### config.mk
export PLATFORM = sky130hd
export DESIGN_NAME = dte_engine
export DESIGN_NICKNAME = d
export VERILOG_FILES = /design/src/rtl/dte_pkg.sv /design/src/rtl/dte_req_hold.sv /design/src/rtl/dte_rec_regs.sv /design/src/rtl/dte_update.sv /design/src/rtl/dte_engine.sv
export SDC_FILE = /design/constraint.sdc
export NUM_CORES = 1
export LEC_CHECK = 0
export ABC_CLOCK_PERIOD_IN_PS = 7200
export BUFFER_PORTS_ARGS = -buffer_cell sky130_fd_sc_hd__buf_2
export CORE_MARGIN = 3
export CORE_UTILIZATION = 62
export DETAILED_ROUTE_END_ITERATION = 7
export PLACE_DENSITY = 0.83
export SLEW_MARGIN = 15
export SYNTH_ARGS = -nofsm -noshare
export SYNTH_HDL_FRONTEND = slang
export SYNTH_SLANG_ARGS = --single-unit
### constraint.sdc
create_clock -name clk -period 7.2 [get_ports clk]
set_clock_uncertainty 0.1 [all_clocks]
set_input_delay 1.44 -clock clk [delete_from_list [all_inputs] [get_ports clk]]
set_output_delay 1.44 -clock clk [all_outputs]
set_load 0.02 [all_outputs]
### src/rtl/dte_pkg.sv
package dte_pkg;
  localparam int PTR_W  = 24;
  localparam int IO_W   = 16;
  localparam int CNT_W  = 16;
  localparam int REC_B  = 8;
  localparam int OFS_W  = $clog2(REC_B);

  typedef enum logic [2:0] {
    S_IDLE, S_FETCH, S_RDBUS, S_GAP, S_WRBUS, S_WBACK
  } dte_state_e;

  typedef struct packed {
    logic [CNT_W-1:0] cnt;
    logic [IO_W-1:0]  io;
    logic [7:0]       ctl;
    logic [PTR_W-1:0] ptr;
  } dte_rec_t;
endpackage

### src/rtl/dte_req_hold.sv
module dte_req_hold #(
  parameter int CH_W = 4
) (
  input  logic            clk,
  input  logic            rst,
  input  logic            req_valid,
  input  logic [CH_W-1:0] req_chan,
  input  logic            busy,
  input  logic            take,
  output logic            go,
  output logic [CH_W-1:0] go_chan
);
  logic            hold_v;
  logic [CH_W-1:0] hold_ch;

  assign go      = hold_v | req_valid;
  assign go_chan = hold_v ? hold_ch : req_chan;

  always_ff @(posedge clk) begin
    if (rst) begin
      hold_v  <= 1'b0;
      hold_ch <= '0;
    end else if (take) begin
      if (hold_v && req_valid) begin
        hold_ch <= req_chan;
      end else begin
        hold_v <= 1'b0;
      end
    end else if (req_valid && busy) begin
      hold_v  <= 1'b1;
      hold_ch <= req_chan;
    end
  end
endmodule

### src/rtl/dte_rec_regs.sv
module dte_rec_regs
  import dte_pkg::*;
(
  input  logic             clk,
  input  logic             cap_en,
  input  logic [OFS_W-1:0] cap_idx,
  input  logic [7:0]       byte_in,
  output dte_rec_t         rec
);
  logic [REC_B-1:0][7:0] bytes_w;

  for (genvar i = 0; i < REC_B; i++) begin : g_byte
    logic [7:0] b_q;
    always_ff @(posedge clk) begin
      if (cap_en && (cap_idx == OFS_W'(i))) b_q <= byte_in;
    end
    assign bytes_w[i] = b_q;
  end

  assign rec = dte_rec_t'(bytes_w);
endmodule

### src/rtl/dte_update.sv
module dte_update
  import dte_pkg::*;
#(
  parameter int DIR_BIT = 0,
  parameter int INC_BIT = 1
) (
  input  dte_rec_t          rec,
  output logic [CNT_W-1:0]  new_cnt,
  output logic [PTR_W-1:0]  new_ptr,
  output logic [PTR_W-1:0]  src_addr,
  output logic [PTR_W-1:0]  dst_addr,
  output logic              is_last
);
  logic [PTR_W-1:0] io_ext;

  always_comb begin
    new_cnt  = rec.cnt - CNT_W'(1);
    is_last  = (new_cnt == '0);
    new_ptr  = rec.ctl[INC_BIT] ? rec.ptr + PTR_W'(1) : rec.ptr;
    io_ext   = {{(PTR_W-IO_W){1'b0}}, rec.io};
    src_addr = rec.ctl[DIR_BIT] ? rec.ptr : io_ext;
    dst_addr = rec.ctl[DIR_BIT] ? io_ext  : rec.ptr;
  end
endmodule

### src/rtl/dte_engine.sv
module dte_engine
  import dte_pkg::*;
#(
  parameter int CHANS     = 16,
  parameter int RAM_AW    = 9,
  parameter int DESC_BASE = 256,
  parameter int DIR_BIT   = 0,
  parameter int INC_BIT   = 1,
  localparam int CH_W     = $clog2(CHANS)
) (
  input  logic              clk,
  input  logic              rst,
  input  logic              req_valid,
  input  logic [CH_W-1:0]   req_chan,
  output logic [RAM_AW-1:0] ram_addr,
  output logic              ram_we,
  output logic [7:0]        ram_wdata,
  input  logic [7:0]        ram_rdata,
  output logic              bus_cyc,
  output logic              bus_we,
  output logic [PTR_W-1:0]  bus_addr,
  output logic [7:0]        bus_wdata,
  input  logic [7:0]        bus_rdata,
  input  logic              bus_ack,
  output logic              done,
  output logic              srv_end
);
  localparam int HI_W = RAM_AW - OFS_W;
  localparam logic [3:0] LAST_RD = 4'(REC_B);
  localparam logic [OFS_W-1:0] OFS_CNT_LO = OFS_W'(6);
  localparam logic [OFS_W-1:0] OFS_CNT_HI = OFS_W'(7);

  dte_state_e       state;
  logic [3:0]       step;
  logic [HI_W-1:0]  base_hi;
  logic [HI_W-1:0]  nxt_hi;
  logic             go, take, busy;
  logic [CH_W-1:0]  go_chan;
  logic             cap_en;
  logic [OFS_W-1:0] cap_idx;
  dte_rec_t         rec;
  logic [CNT_W-1:0] new_cnt;
  logic [PTR_W-1:0] new_ptr, src_addr, dst_addr;
  logic             is_last;

  assign busy    = (state != S_IDLE);
  assign take    = (state == S_IDLE) && go;
  assign nxt_hi  = HI_W'(DESC_BASE >> OFS_W) + HI_W'(go_chan);
  assign cap_en  = (state == S_FETCH) && (step != 4'd0);
  assign cap_idx = OFS_W'(step - 4'd1);

  dte_req_hold #(.CH_W(CH_W)) u_hold (
    .clk(clk), .rst(rst), .req_valid(req_valid), .req_chan(req_chan),
    .busy(busy), .take(take), .go(go), .go_chan(go_chan)
  );

  dte_rec_regs u_rec (
    .clk(clk), .cap_en(cap_en), .cap_idx(cap_idx), .byte_in(ram_rdata), .rec(rec)
  );

  dte_update #(.DIR_BIT(DIR_BIT), .INC_BIT(INC_BIT)) u_upd (
    .rec(rec), .new_cnt(new_cnt), .new_ptr(new_ptr),
    .src_addr(src_addr), .dst_addr(dst_addr), .is_last(is_last)
  );

  always_ff @(posedge clk) begin
    if (rst) begin
      state     <= S_IDLE;
      step      <= '0;
      base_hi   <= '0;
      ram_addr  <= '0;
      ram_we    <= 1'b0;
      ram_wdata <= '0;
      bus_cyc   <= 1'b0;
      bus_we    <= 1'b0;
      bus_addr  <= '0;
      bus_wdata <= '0;
      done      <= 1'b0;
      srv_end   <= 1'b0;
    end else begin
      done    <= 1'b0;
      srv_end <= 1'b0;
      unique case (state)
        S_IDLE: begin
          if (go) begin
            base_hi  <= nxt_hi;
            ram_addr <= {nxt_hi, OFS_W'(0)};
            step     <= '0;
            state    <= S_FETCH;
          end
        end
        S_FETCH: begin
          step <= step + 4'd1;
          if (step < LAST_RD - 4'd1) ram_addr <= {base_hi, OFS_W'(step + 4'd1)};
          if (step == LAST_RD) begin
            bus_cyc  <= 1'b1;
            bus_we   <= 1'b0;
            bus_addr <= src_addr;
            state    <= S_RDBUS;
          end
        end
        S_RDBUS: begin
          if (bus_ack) begin
            bus_cyc   <= 1'b0;
            bus_wdata <= bus_rdata;
            state     <= S_GAP;
          end
        end
        S_GAP: begin
          bus_cyc  <= 1'b1;
          bus_we   <= 1'b1;
          bus_addr <= dst_addr;
          state    <= S_WRBUS;
        end
        S_WRBUS: begin
          if (bus_ack) begin
            bus_cyc   <= 1'b0;
            bus_we    <= 1'b0;
            ram_we    <= 1'b1;
            ram_addr  <= {base_hi, OFS_W'(0)};
            ram_wdata <= new_ptr[7:0];
            step      <= '0;
            state     <= S_WBACK;
          end
        end
        S_WBACK: begin
          step <= step + 4'd1;
          case (step)
            4'd0: begin
              ram_addr  <= {base_hi, OFS_W'(1)};
              ram_wdata <= new_ptr[15:8];
            end
            4'd1: begin
              ram_addr  <= {base_hi, OFS_W'(2)};
              ram_wdata <= new_ptr[23:16];
            end
            4'd2: begin
              ram_addr  <= {base_hi, OFS_CNT_LO};
              ram_wdata <= new_cnt[7:0];
            end
            4'd3: begin
              ram_addr  <= {base_hi, OFS_CNT_HI};
              ram_wdata <= new_cnt[15:8];
            end
            default: begin
              ram_we  <= 1'b0;
              done    <= 1'b1;
              srv_end <= is_last;
              state   <= S_IDLE;
            end
          endcase
        end
        default: state <= S_IDLE;
      endcase
    end
  end
endmodule

# Word level (Yosys, flattened, before mapping)
# Cells that the tools add are included.
totals:
  output_inout_bits: 54
  ff_bits: 130
  wordCells: 136
  inputBits: 24
classes:
  n_eq_ne: 26
  bitwise_logic: 2
  n_reduce_logical: 42
  order_cmp: 1
  addsub: 5
  muxes: 38
ops:
  columns: ["cell", "n"]
  rows:
  - ["24-bit 2-to-1 mux", 4]
  - ["9-bit case mux with 4 select lines", 2]
  - ["24-bit case mux with 2 select lines", 1]
  - ["8-bit case mux with 4 select lines", 1]
  - ["9-bit 2-to-1 mux", 3]
  - ["24-bit by 1-bit adder with 24-bit output, second input constant", 1]
  - ["4-bit 2-to-1 mux", 6]
  - ["3-bit == test, second input constant", 6]
  - ["3-bit case mux with 6 select lines", 1]
  - ["16-bit logical NOT", 1]
  - ["8-bit case mux with 2 select lines", 1]
  - ["16-bit by 1-bit subtractor with 16-bit output, second input constant", 1]
  - ["3-bit 2-to-1 mux", 5]
  - ["3-bit AND reduction", 5]
  - ["3-bit by 2-bit == test with 1-bit output, second input constant", 4]
  - ["1-bit logical AND", 12]
  - ["4-bit case mux with 3 select lines", 1]
  - ["3-bit nonzero test", 4]
  - ["2-bit inequality test, second input constant", 5]
  - ["2-bit AND reduction", 5]
  - ["5-bit AND reduction", 2]
  - ["1-bit 2-to-1 mux", 9]
  - ["4-bit by 2-bit == test with 1-bit output, second input constant", 2]
  - ["8-bit 2-to-1 mux", 1]
  - ["20 further kinds", 31]

# Depth between registers and ports, before layout
logic_depth:
  word_depth: 4
  mapped_depth: 9
  ltp_nobuf: 8

# Cells and area by module
# A second synthesis with hierarchy kept.
unflattened:
  cells_unflattened: 684
  area_unflattened_um2: 7063.0
modules_own_cells:
  columns: ["mod", "instances", "cells_per_inst", "area_each_um2", "seq_area_each_um2"]
  rows:
  - ["dte_engine", 1, 397, 3352.0, 1301.2]
  - ["dte_rec_regs", 1, 72, 2018.2, 1921.8]
  - ["dte_update", 1, 185, 1393.8, 0.0]
  - ["dte_req_hold", 1, 30, 299.0, 100.1]

# Worst setup path after synthesis
# Ideal clock, no wire load.
synth_path:
  path_type: "in2reg"
  start: "in bus_ack"
  end: "reg ram_addr[0]"
  path_buffers: 0
  path_stages: 6
  setup_time_ns: 0.128
  required_time_ns: 6.972
  arrival_time_ns: 2.601
  slack_ns: 4.372
  cell_sequence: "nand2b_1 a21oi_1 or2_2 a31oi_2 mux2i_1 nor2_1"
synth_between:
  elab_chain_len: 2
synth_lines:
  columns: ["item", "line_no", "text"]
  rows:
  - ["from (decl)", "dte_engine.sv:24", "input logic bus_ack,"]
  - ["2-bit inequality test (no line)", null, null]
  - ["5-bit AND reduction (no line)", null, null]
  - ["to (signal assigned)", "dte_engine.sv:87", "ram_addr <= {nxt_hi, OFS_W'(0)};"]
  - ["to (signal assigned)", "dte_engine.sv:94", "if (step < LAST_RD - 4'd1) ram_addr <= {base_hi, OFS_W'(step + 4'd1)};"]
  - ["to (signal assigned)", "dte_engine.sv:120", "ram_addr <= {base_hi, OFS_W'(0)};"]
  - ["to (decl)", "dte_engine.sv:15", "output logic [RAM_AW-1:0] ram_addr,"]
# Every way passes these cells.
# A chain may end at the register's enable or synchronous reset.

# Worst setup path after layout
layout_path:
  start: "reg state[0]"
  end: "reg ram_wdata[0]"
layout_between:
  elab_chain_len: 3
  elab_cells_between_ends: 7
  cone_classes: "eq/ne (4); mux (1); reduce/logical (2)"
layout_lines:
  columns: ["item", "line_no", "text"]
  rows:
  - ["from (decl)", "dte_engine.sv:33", "dte_state_e state;"]
  - ["from (signal assigned)", "dte_engine.sv:68", "state <= S_IDLE;"]
  - ["from (signal assigned)", "dte_engine.sv:89", "state <= S_FETCH;"]
  - ["from (signal assigned)", "dte_engine.sv:99", "state <= S_RDBUS;"]
  - ["3-bit == test", "dte_engine.sv:83", "unique case (state)"]
  - ["5-bit inequality test (no line) (tied with other cells)", null, null]
  - ["3-bit AND reduction (no line)", null, null]
  - ["to (signal assigned)", "dte_engine.sv:121", "ram_wdata <= new_ptr[7:0];"]
  - ["to (signal assigned)", "dte_engine.sv:131", "ram_wdata <= new_ptr[15:8];"]
  - ["to (signal assigned)", "dte_engine.sv:135", "ram_wdata <= new_ptr[23:16];"]
  - ["to (decl)", "dte_engine.sv:17", "output logic [7:0] ram_wdata,"]
# Parallel ways exist; a longest one is shown, timed or not.

==> flow_metrics.tcl <==
set metrics [dict create \
    number_of_cell_rows 35 \
    swShare_pct 23.4 \
    cts.repair.resized 0 \
    total_routing_resource_utilization_after_global_routing_pct 28.7 \
    cts_setup_buffers 0 \
    vias 4819 \
    drcViolationCount 0 \
    clock_tree_from_tritoncts "yes" \
    dominantRegCellSynth "sky130_fd_sc_hd__dfxtp_1" \
    asyncSetResetFlopFracSynth_pct 0 \
    clock_latency_ps 520 \
    place.detailed.hpwl_um 10800 \
    dr.first_iter.drc_count 563 \
    share_seq_of_total_power_pct 45.8 \
    power.density_cell_area_nw_per_um2 243 \
    first_global_vias 4620 \
    drt_pass1_iterations 5 \
    clock_power_share_pct 48.3 \
    synth_top_area_cell "sky130_fd_sc_hd__edfxtp_1" \
    syn_area_sq_um 6030 \
    final_layout_size_suffix_gt1_share_pct 18.7 \
    critPathMaxStageDelay_ps 770 \
    number_of_sinks_on_the_clock_net 128 \
    category_of_the_most_critical_setup_path "reg -> reg" \
    global_route.overflow_total 0 \
    maxCapViolations 0 \
    critical_path.n_buffers_inverters 0 \
    num-nets-final 678 \
    yosys.area.top_type_share_pct 28.9 \
    area_overhead_vs_synth_pct 16.5 \
    initial_core_utilization_pct 64.7 \
    via_per_inst 6.12 \
    report.final.setup_viol 0 \
    io_pins 78 \
    worst_ep_arrival_time_ps 3180 \
    grt_first_pass_wirelength_um 24300 \
    io_buffer_count 76 \
    cellInternalPower_mw 1.31 \
    design.core.area_sq_um 9330 \
    timing.final.max_slew_violations 0 \
    seq_area_sq_um 3140 \
    initial_antenna_violation_count 0 \
    setup_total_negative_slack_ps 0 \
    comb_power_share_pct 5.9 \
    routed_wirelength_um 15300 \
    die_h_um 105 \
    timing.critical_path.to_type "flip-flop" \
    run_status "finished clean" \
    achievable-frequency_mhz 348 \
    yosysUniqueCellTypes 68 \
    cp_max_fo 21 \
    avgSynthCellArea_sq_um 10.5 \
    postCtsHoldBufs 0 \
    cts-buffers-inserted 17 \
    synth_nets 610 \
    yosysWarningCount 0 \
    crit_path_top_delay_cell "sky130_fd_sc_hd__dfxtp_1" \
    cts_max_path_buffers 2 \
    wl_per_cell_um 19.4 \
    cts.htree.levels 4 \
    clk_pin_slew_ps 60 \
    netsw_mw 0.400 \
    hold_class "reg -> reg" \
    largest_cells_by_area_after_synthesis "sky130_fd_sc_hd__edfxtp_1, sky130_fd_sc_hd__dfxtp_1, sky130_fd_sc_hd__mux2i_1" \
    power.static_leakage_nw 2.62 \
    filler_cell_count 647 \
    gp_congestion 1.01 \
    synth_edf_count 58 \
    tightest_slew_ps 1040 \
    antenna_cells_inserted 0 \
    period_needed_ps 2870 \
    path_delay_family "simple AND/OR/NAND/NOR gates" \
    largest_net_degree_at_the_start_of_global_routing 66 \
    count_of_nets_left_with_antenna_violations_after_detail_routing 0 \
    crit_chain "nor2b_1, nand2_1, a21oi_1, o221ai_1, a31oi_1, o31ai_2" \
    yosysSeqAreaShare_pct 52.1 \
    clock_tree.root_cell "sky130_fd_sc_hd__clkbuf_8" \
    hold_violations 0 \
    floorplan.die_area_sq_um 11000 \
    maxSlewHeadroom_pct 29.9 \
    start_kind "flip-flop" \
    critPathRequiredTime_ps 7510 \
    irDropWorstVdd_uv 155 \
    multi_input_comb_area_sq_um 2730 \
    finalCritPeriodShare_pct 39.9 \
    grt_setup_unrepaired "false" \
    synth-seq-cells 128 \
    syn-instance-count 577 \
    die_x_um 105 \
    hold_slack_ps 379 \
]
==> stage by stage <==
stage | total power, mW | worst slack (ps) | area [sq um] | utilization, % | cells
finish | 1.71 | 4330 | 7030 | 75.4 | 787
global placement | 0.891 | 4070 | 6460 | 69.2 | 755
detailed placement | 0.895 | 3970 | 6460 | 69.2 | 755
global route | 1.76 | 4150 | 7030 | 75.4 | 787
floorplan | 0.859 | 4370 | 6030 | - | 577
CTS | 1.71 | 4110 | 7030 | 75.3 | 787
==> worst reg2reg max path: cells and delay by family (launching register included) <==
family / cells / cell delay (ps)
AOI/OAI and AO/OA: 4 / 790
DFF: 1 / 770
and+or+nand+nor: 2 / 1100
==> power by group through the flow <==
stage	Combinational, mW	Clock, mW	Sequential, mW
after floorplan	0.0623	0	0.796
after global routing	0.110	0.865	0.783
after global placement	0.0947	0	0.796
after detailed placement	0.0980	0	0.797
final	0.100	0.825	0.782
after CTS	0.0990	0.831	0.781
==> cell type report <==
| class | instances | area share [%] |
|---|---|---|
| Tap cell | 129 | 2.30 |
| Multi-Input combinational cell | 411 | 38.8 |
| Inverter | 9 | 0.481 |
| Timing Repair Buffer | 78 | 5.62 |
| Clock inverter | 12 | 1.90 |
| Clock buffer | 20 | 6.19 |
| Sequential cell | 128 | 44.7 |
==> metal layers <==
layer	up-vias	routed length [um]	track usage [%]	share of wire [%]
met5	-	0	0	0
met2	218	7540	47.8	49
met1	2323	6200	37.1	41
met3	23	1320	6.79	8.6
met4	0	230	9.18	1.5
li1	2255	-	-	-
==> kinds of logic after synthesis <==
family	Yosys count	share of synthesized area (%)
simple gates	201	16.8
fa+ha+maj	9	1.87
flops	128	52.1
compound gates	121	14.0
xor+xnor	39	5.79
buf+inv	38	2.82
other cells	1	0.0622
mux	40	6.64
==> synth_stat cells (3+ instances only) <==
| cell type | instances |
|---|---|
| sky130_fd_sc_hd__ha_1 | 9 |
| sky130_fd_sc_hd__dfxtp_1 | 70 |
| sky130_fd_sc_hd__buf_2 | 6 |
| sky130_fd_sc_hd__a31oi_1 | 5 |
| sky130_fd_sc_hd__nor3b_1 | 3 |
| sky130_fd_sc_hd__nor2b_1 | 4 |
| sky130_fd_sc_hd__o221ai_1 | 6 |
| sky130_fd_sc_hd__xnor2_1 | 22 |
| sky130_fd_sc_hd__nor3_1 | 14 |
| sky130_fd_sc_hd__nand2_1 | 27 |
| sky130_fd_sc_hd__o2bb2ai_1 | 3 |
| sky130_fd_sc_hd__and3_1 | 3 |
| sky130_fd_sc_hd__and2_1 | 12 |
| sky130_fd_sc_hd__o21a_1 | 4 |
| sky130_fd_sc_hd__o21ai_0 | 11 |
| sky130_fd_sc_hd__edfxtp_1 | 58 |
| sky130_fd_sc_hd__inv_1 | 9 |
| sky130_fd_sc_hd__xor2_1 | 16 |
| sky130_fd_sc_hd__nand3_1 | 11 |
| sky130_fd_sc_hd__a21oi_1 | 31 |
| sky130_fd_sc_hd__mux2i_1 | 40 |
| sky130_fd_sc_hd__a211oi_1 | 24 |
| sky130_fd_sc_hd__a22oi_1 | 10 |
| sky130_fd_sc_hd__nand4_1 | 10 |
| sky130_fd_sc_hd__nor4_1 | 5 |
| sky130_fd_sc_hd__clkbuf_1 | 17 |
| sky130_fd_sc_hd__nor2_1 | 88 |
| sky130_fd_sc_hd__nand2b_1 | 5 |
==> cells in the final DEF, fill, tap and decap left out, drive strengths merged, types with 10 or more instances in the layout <==
| cell | instances |
|---|---|
| dfxtp | 70 |
| nor2 | 90 |
| nand4 | 11 |
| nand3 | 11 |
| a21oi | 31 |
| edfxtp | 58 |
| o21ai | 13 |
| xor2 | 17 |
| mux2i | 40 |
| nand2 | 27 |
| and2 | 12 |
| a22oi | 10 |
| xnor2 | 22 |
| a211oi | 24 |
| clkbuf | 20 |
| inv | 11 |
| nor3 | 15 |
| buf | 78 |
==> flip-flops by register name (all words and copies together) (netlist names), 3 cells and up <==
signal            flops
bus_wdata             8
u_hold.hold_ch        4
base_hi               5
u_rec.g_byte.b_q     58
ram_addr              8
bus_addr             24
state                 3
ram_wdata             8
step                  4
==> worst paths after layout <==
| path | end | slack (ps) | cells past startpoint | from |
|---|---|---|---|---|
| setup / recovery | ram_wdata[0]$_SDFFE_PP0P_ | 4330 | 6 | state[0]$_SDFFE_PP0P_ |
| hold / removal | base_hi[5]$_SDFFE_PP0P_ | 380 | 2 | base_hi[5]$_SDFFE_PP0P_ |
| setup reg to reg | ram_wdata[0]$_SDFFE_PP0P_ | 4330 | 6 | state[0]$_SDFFE_PP0P_ |
| hold reg to reg | base_hi[5]$_SDFFE_PP0P_ | 380 | 2 | base_hi[5]$_SDFFE_PP0P_ |
Note: power is estimated with default switching activity, not from simulation.
